$ cat src/rtl/ivu_pkg.sv
package ivu_pkg;
  localparam int SLOT_WORDS = 2;

  function automatic int slot_offset(input int idx);
    return idx * SLOT_WORDS;
  endfunction

  function automatic logic below_boot(input logic [31:0] pc_v, input logic [31:0] base_v);
    return pc_v < base_v;
  endfunction
endpackage

$ cat src/rtl/ivu_flags.sv
module ivu_flags #(
  parameter int N1 = 9
) (
  input  logic          clk,
  input  logic          rst_n,
  input  logic [N1-1:0] set_v,
  input  logic [N1-1:0] clr_v,
  output logic [N1-1:0] flag_nxt
);
  logic [N1-1:0] flag_q;

  generate
    for (genvar i = 0; i < N1; i++) begin : g_flag
      // a new request wins over a clear in the same cycle
      assign flag_nxt[i] = set_v[i] | (flag_q[i] & ~clr_v[i]);
    end
  endgenerate

  always_ff @(posedge clk or negedge rst_n) begin
    if (!rst_n) flag_q <= '0;
    else        flag_q <= flag_nxt;
  end
endmodule

$ cat src/rtl/ivu_mask.sv
module ivu_mask #(
  parameter int N1 = 9
) (
  input  logic          [N1-1:0] flag_nxt,
  input  logic          [N1-2:0] src_en,
  input  logic                   gie_nxt,
  input  logic                   blocked,
  output logic          [N1-1:0] req_eff
);
  assign req_eff[0] = flag_nxt[0];

  generate
    for (genvar i = 1; i < N1; i++) begin : g_gate
      assign req_eff[i] = flag_nxt[i] & src_en[i-1] & gie_nxt & ~blocked;
    end
  endgenerate
endmodule

$ cat src/rtl/ivu_prio.sv
module ivu_prio #(
  parameter int N1 = 9,
  localparam int IW = (N1 > 1) ? $clog2(N1) : 1
) (
  input  logic [N1-1:0] req_eff,
  output logic [N1-1:0] grant,
  output logic [IW-1:0] win_idx,
  output logic          any
);
  always_comb begin
    win_idx = '0;
    for (int i = N1 - 1; i >= 0; i--) begin
      if (req_eff[i]) win_idx = IW'(i);
    end
  end

  assign any   = |req_eff;
  assign grant = any ? (N1'(1) << win_idx) : '0;
endmodule

$ cat src/rtl/ivu_top.sv
module ivu_top #(
  parameter int NUM_SRC   = 8,
  parameter int PC_W      = 12,
  parameter int BOOT_BASE = 'hE00
) (
  input  logic               clk,
  input  logic               rst_n,
  input  logic               reset_req,
  input  logic [NUM_SRC-1:0] irq_in,
  input  logic [NUM_SRC-1:0] src_en,
  input  logic               vec_sel,
  input  logic               lock_in,
  input  logic [PC_W-1:0]    pc,
  input  logic               ack,
  input  logic               reti,
  output logic               req_valid,
  output logic [PC_W-1:0]    vec_addr,
  output logic               gie
);
  import ivu_pkg::*;

  localparam int N1 = NUM_SRC + 1;
  localparam int IW = (N1 > 1) ? $clog2(N1) : 1;
  localparam logic [PC_W-1:0] BOOT_PC = PC_W'(BOOT_BASE);

  logic          gie_q, gie_nxt;
  logic          valid_q;
  logic [PC_W-1:0] vec_q;
  logic [IW-1:0] win_q;
  logic          ack_take;
  logic          blocked;
  logic [N1-1:0] set_v, clr_v, flag_nxt, req_eff, grant;
  logic [IW-1:0] win_idx;
  logic          any;
  logic          any_irq;
  logic [PC_W-1:0] base_sel, vec_nxt;

  assign ack_take = ack & valid_q;
  assign gie_nxt  = ack_take ? 1'b0 : (reti ? 1'b1 : gie_q);
  assign blocked  = lock_in & below_boot(32'(pc), 32'(BOOT_PC));
  assign set_v    = {irq_in, reset_req};
  assign clr_v    = ack_take ? (N1'(1) << win_q) : '0;

  ivu_flags #(.N1(N1)) u_flags (
    .clk      (clk),
    .rst_n    (rst_n),
    .set_v    (set_v),
    .clr_v    (clr_v),
    .flag_nxt (flag_nxt)
  );

  ivu_mask #(.N1(N1)) u_mask (
    .flag_nxt (flag_nxt),
    .src_en   (src_en),
    .gie_nxt  (gie_nxt),
    .blocked  (blocked),
    .req_eff  (req_eff)
  );

  ivu_prio #(.N1(N1)) u_prio (
    .req_eff (req_eff),
    .grant   (grant),
    .win_idx (win_idx),
    .any     (any)
  );

  assign any_irq  = |grant[N1-1:1];
  assign base_sel = (win_idx != '0 && vec_sel) ? BOOT_PC : '0;
  assign vec_nxt  = base_sel + PC_W'(slot_offset(int'(win_idx)));

  always_ff @(posedge clk or negedge rst_n) begin
    if (!rst_n) begin
      gie_q   <= 1'b0;
      valid_q <= 1'b0;
      vec_q   <= '0;
      win_q   <= '0;
    end else begin
      gie_q   <= gie_nxt;
      valid_q <= any;
      if (any) begin
        vec_q <= vec_nxt;
        win_q <= win_idx;
      end
    end
  end

  assign req_valid = valid_q;
  assign vec_addr  = vec_q;
  assign gie       = gie_q;
endmodule

$ cat config.mk
export PLATFORM = sky130hd
export DESIGN_NAME = ivu_top
export DESIGN_NICKNAME = d
export VERILOG_FILES = /design/src/rtl/ivu_pkg.sv /design/src/rtl/ivu_flags.sv /design/src/rtl/ivu_mask.sv /design/src/rtl/ivu_prio.sv /design/src/rtl/ivu_top.sv
export SDC_FILE = /design/constraint.sdc
export NUM_CORES = 1
export LEC_CHECK = 0
export ABC_CLOCK_PERIOD_IN_PS = 3780
export BUFFER_PORTS_ARGS = -buffer_cell sky130_fd_sc_hd__buf_4
export CAP_MARGIN = 5
export CORE_AREA = 4 4 51 53
export CTS_CLUSTER_DIAMETER = 50
export DETAILED_ROUTE_END_ITERATION = 7
export DIE_AREA = 0 0 55 57
export GPL_TIMING_DRIVEN = 0
export PLACE_DENSITY = 0.82
export SLEW_MARGIN = 20
export SYNTH_ARGS = -nofsm -noshare
export SYNTH_HDL_FRONTEND = slang
export SYNTH_SLANG_ARGS = --single-unit
$ cat constraint.sdc
create_clock -name clk -period 3.78 [get_ports clk]
set_input_delay 0 -clock clk [delete_from_list [all_inputs] [get_ports clk]]
set_output_delay 0 -clock clk [all_outputs]
set_load 0.01 [all_outputs]
# After elaboration in Yosys (flattened, before gate mapping)
# Cells that the tools add are included.
# op_classes
n_reduce_logical	3
magnitude_cmp	1
bitwise	54
n_shift	1
n_mux	13
n_mul	0
n_eq_ne	0
addsub	1
div_mod_pow	0
# op_table
operator	count
$mux W4	9
$and A1 B1 Y1	35
$add A12 B5 Y12	1
$lt A12 B12 Y1 const B	1
$mux W12	1
$not A1 Y1	10
$mux W9	1
$or A1 B1 Y1	9
$reduce_or A9 Y1	1
$shl A1 B4 Y9 const A	1
$reduce_bool A4 Y1	1
$mux W1	2
$logic_and A1 B1 Y1	1
# totals
latchBits	0
regBits	27
mem_count	0
elab_cells	78
ram_bits	0
mem_bits_ro	0
out_inout_bits	14

# Longest topological paths before layout
# depth
depth_word	21
mapped_depth	6

# Cells and area by module
# A second synthesis with hierarchy kept.
# hier_totals
hier_cells	104
area_unflattened_um2	1001.0
# by_module_without_submodules
module	seq_area_each_um2	cells_each	area_per_inst_um2	n_inst
ivu_top	175.2	42	411.6	1
ivu_flags	225.2	27	326.6	1
ivu_prio	0.0	26	175.2	1
ivu_mask	0.0	9	87.6	1

# Worst setup path before layout
# OpenSTA, ideal clock, no wires.
# synth_path
kind	register to register
from	register win_q[1]
to	register win_q[2]
t_arrival_ns	1.669
period_less_slack_ns	1.751
setup_slack_ns	2.029
stages_incl_launch_ff	7
required_ns	3.698
setup_time_ns	0.082
n_path_buf	1
path_cell_list	dfrtp_1 > nor2b_2 > buf_6 > a41oi_1 > and4bb_1 > or3b_1 > a31oi_1
# synth_between
elab_chain_len	16
word_cells_on_any_way	62
# synth_rtl
element	line_no	text
from (decl)	ivu_top.sv:29	logic [IW-1:0] win_q;
from (signal assigned)	ivu_top.sv:82	win_q <= win_idx;
$shl A1 B4 Y9 *	ivu_top.sv:42	assign clr_v = ack_take ? (N1'(1) << win_q) : '0;
$mux W9 *	ivu_top.sv:42	
$not A1 Y1	ivu_flags.sv:15	assign flag_nxt[i] = set_v[i] | (flag_q[i] & ~clr_v[i]);
$and A1 B1 Y1	ivu_flags.sv:15	
$or A1 B1 Y1	ivu_flags.sv:15	
$and A1 B1 Y1 (3 in series)	ivu_mask.sv:14	assign req_eff[i] = flag_nxt[i] & src_en[i-1] & gie_nxt & ~blocked;
$mux W4 (8 in series)	ivu_prio.sv:13	if (req_eff[i]) win_idx = IW'(i);
# Every way passes the cells marked *; elsewhere a longest branch is shown, timed or not.
# A chain may end at the register's enable or synchronous reset.

==> impl_results.md <==
* Status: finished, final reports clean
* Worst hold-check path type: in2async
* DR DRC count at 0
* Worst reg2reg path endpoint: win_q[2]
* Layout cells sized above 1 at between 30% and 40%
* Area growth syn-to-layout at 46.0%
* Post-Route WL at ~2700 µm
* Via count at a little over 1,000
* Crit share post-route at a little over half
* CTS resizes at 0
* Post-synthesis cell area at 0.00102 mm²
* Worst skew pair latency at between 200 and 300 ps
* Max Cap Violations at 0
* Unique masters post-synth at 40
* Post-synth top area share at ~40%
* Fin. Hold Viols at 0
* WP data required at approximately 4000 ps
* Mean Syn Cell Area at roughly 9.5 µm²
* Fmax achieved at about 500 MHz
* Final ANT Viol Nets at 0
* Die Ht at 57 µm
* Design area at approximately 0.0015 mm²
* Aggregate global routing overflow at 0
* CP max stage delay at ~460 ps
* Kind of critical path: reg2reg
* Diode count at 0
* Worst Skew at approximately 1.8 ps
* Setup violations, final at 0
* Starting Density at around 48%
* Synth top cells by count: 16 x dfrtp_1, 12 x o21ai_0, 10 x nand2_1, 9 x a21o_1, 9 x inv_1
* Die area at 0.00314 mm²
* CP cell instances: nor2_1 > a41oi_1 > nor3_4 > or3b_1 > a31oi_1
* Setup crit start kind: flip-flop
* Post-synth top area cell: dfrtp_1
* Unrepaired setup endpoints after global routing: false
* Power Density at between 200 and 300 mW/mm²
* IO Pins at 49
* Post-synth EDFFs at 0
* GRT Util Overall at a little under a fifth
* Placed Area at around 0.0013 mm²
* IO Port Bufs at 34
* FFs w/ async S/R, synth at between 90% and 100%
* CTS clock-pin slew for the worst setup and hold paths at around 100 ps
* CP max-delay cell: dfrtp_1
* Vias per cell at around 5.4
* Worst Max-Slew Pin Slew at 578 ps
* Worst R2R Path Depth at 5
* Static Leakage at slightly below 0.7 nW
* Internal reg-to-reg setup slack at approximately 1800 ps
* First-pass GRT wire length at roughly 4300 µm
* Clock sink total at 16
* Chip width at 55 µm
* Hpwl dp at ~1900 µm
* Primary FF master, synth: dfrtp_1
* Vias in the first global route at between 1,000 and 1,500
* Drt wl/cell at between 10 and 15 µm
* Synth top area cells: dfrtp_1 39%, a21o_1 6.6%, o21ai_0 5.9%, buf_4 5.1%, nand2_1 3.7%
* Syn Inst Count at 108
* Most frequent cell after synthesis: dfrtp_1
* Worst-path fanout max at 7
* Root Driver: clkbuf_4
* CORE AREA at about 0.0021 mm²
* Total power at 0.414 mW
* Largest net degree at the start of global routing at 17
* 1st-pass router iterations at 4
* Arr. time, crit path at 2230 ps
* Row cnt at 17
* Fin crit period at between 2000 and 2500 ps
* Final Slew Violations at 0
* FF-to-FF Start: vec_addr[4]
* CTS tree: built
* Yosys warns at 0
* Final core utilization at a little over two thirds
* Critical Path Sink Type: flip-flop
* Synthesized flop and latch total at 16
* Setup TNS at 0 ps
* Final nets at about 200
* Initial antenna violation count at 0
* Seq/Total Area, Yosys at approximately two fifths
* Worst IR drop on VDD at 207 µV
* Slew headroom at around three fifths
* CTS H-Tree Depth at 1
* TritonCTS Buffers at 3
* Hold WS at between 100 and 150 ps
* Final RePlAce weighted congestion at 0.798
* DR iter-0 viols at 14
* Clock Tree Buf Depth at 2
[routing by layer]
layer / track usage (%) / up-vias / share of wire (%)
li1: - / 494 / -
met1: 21.2 / 488 / 40
met2: 32.1 / 47 / 50
met3: 3.66 / 6 / 7.5
met4: 7.99 / 0 / 2.6
met5: 0 / - / 0
[critical path, delay by kind of cell, from the launching register on]
kind             cells  cell delay [ps]
AO/OA/AOI/OAI        2              470
AND/OR/NAND/NOR      3             1020
flip-flops           1              460
[stage by stage]
step	instances	setup WS, ps
after floorplan	112	2030
after global placement	174	1840
after detailed placement	174	1830
after CTS	191	1780
after global routing	191	1620
final	191	1770
[sequential cells by signal (all words and copies together) (netlist names)]
signal	cells
u_flags.flag_q	9
req_valid	1
win_q	3
vec_addr	2
gie	1
[power breakdown]
part / switching (mW) / internal, mW / leakage [nW]
Clock: 0.0574 / 0.0586 / 0.0210
Sequential: 0.00625 / 0.178 / 0.172
Combinational: 0.0556 / 0.0584 / 0.500
[cells by family after synthesis]
logic type,synth area share [%]
simple gates,20.1
buf+inv,10.0
flops,39.1
other cells,0.366
mux,0.977
compound gates,29.4
[layout make-up]
class                      instances  area, µm²
inverter                           9       33.8
timing repair buffer              47        385
fill                             184        652
clock buffer                       4       36.3
multi-input combinational         78        537
sequential                        16        400
tap                               28       35.0
buffer                             9       68.8
[worst max-delay path by stage]
stage | from | endpoint | slack [ps] | depth (start not counted)
floorplan | win_q[1] | win_q[2] | 2030 | 6
global placement | vec_addr[4] | win_q[2] | 1840 | 5
detailed placement | win_q[1] | win_q[2] | 1830 | 5
CTS | vec_addr[4] | win_q[2] | 1780 | 5
global route | win_q[1] | win_q[2] | 1620 | 5
finish | vec_addr[4] | win_q[2] | 1770 | 5
[what timing repair did]
action	CTS	global route
endpoints found under the hold margin	30	0
hold buffers	13	0
setup buffers	0	0
[cells in the final DEF, fill, tap and decap left out, drive strengths merged]
cell type and n:
o32ai 1, mux2i 1, nand3 5, o211a 1, and3 2, a41o 2, nand3b 1, a2bb2oi 1
nor4 1, dfrtp 16, a211oi 1, or3b 1, and4b 1, nor3 2, a311oi 1, nand2 10
nor2b 2, a41oi 3, a21o 9, a21oi 2, conb 5, nor3b 1, and4bb 2, buf 43
o21ai 13, clkbuf 4, a31oi 4, nand2b 1, inv 9, dlygate4sd3 13, and3b 1, nor2 4
(Power assumes the default switching activity.)
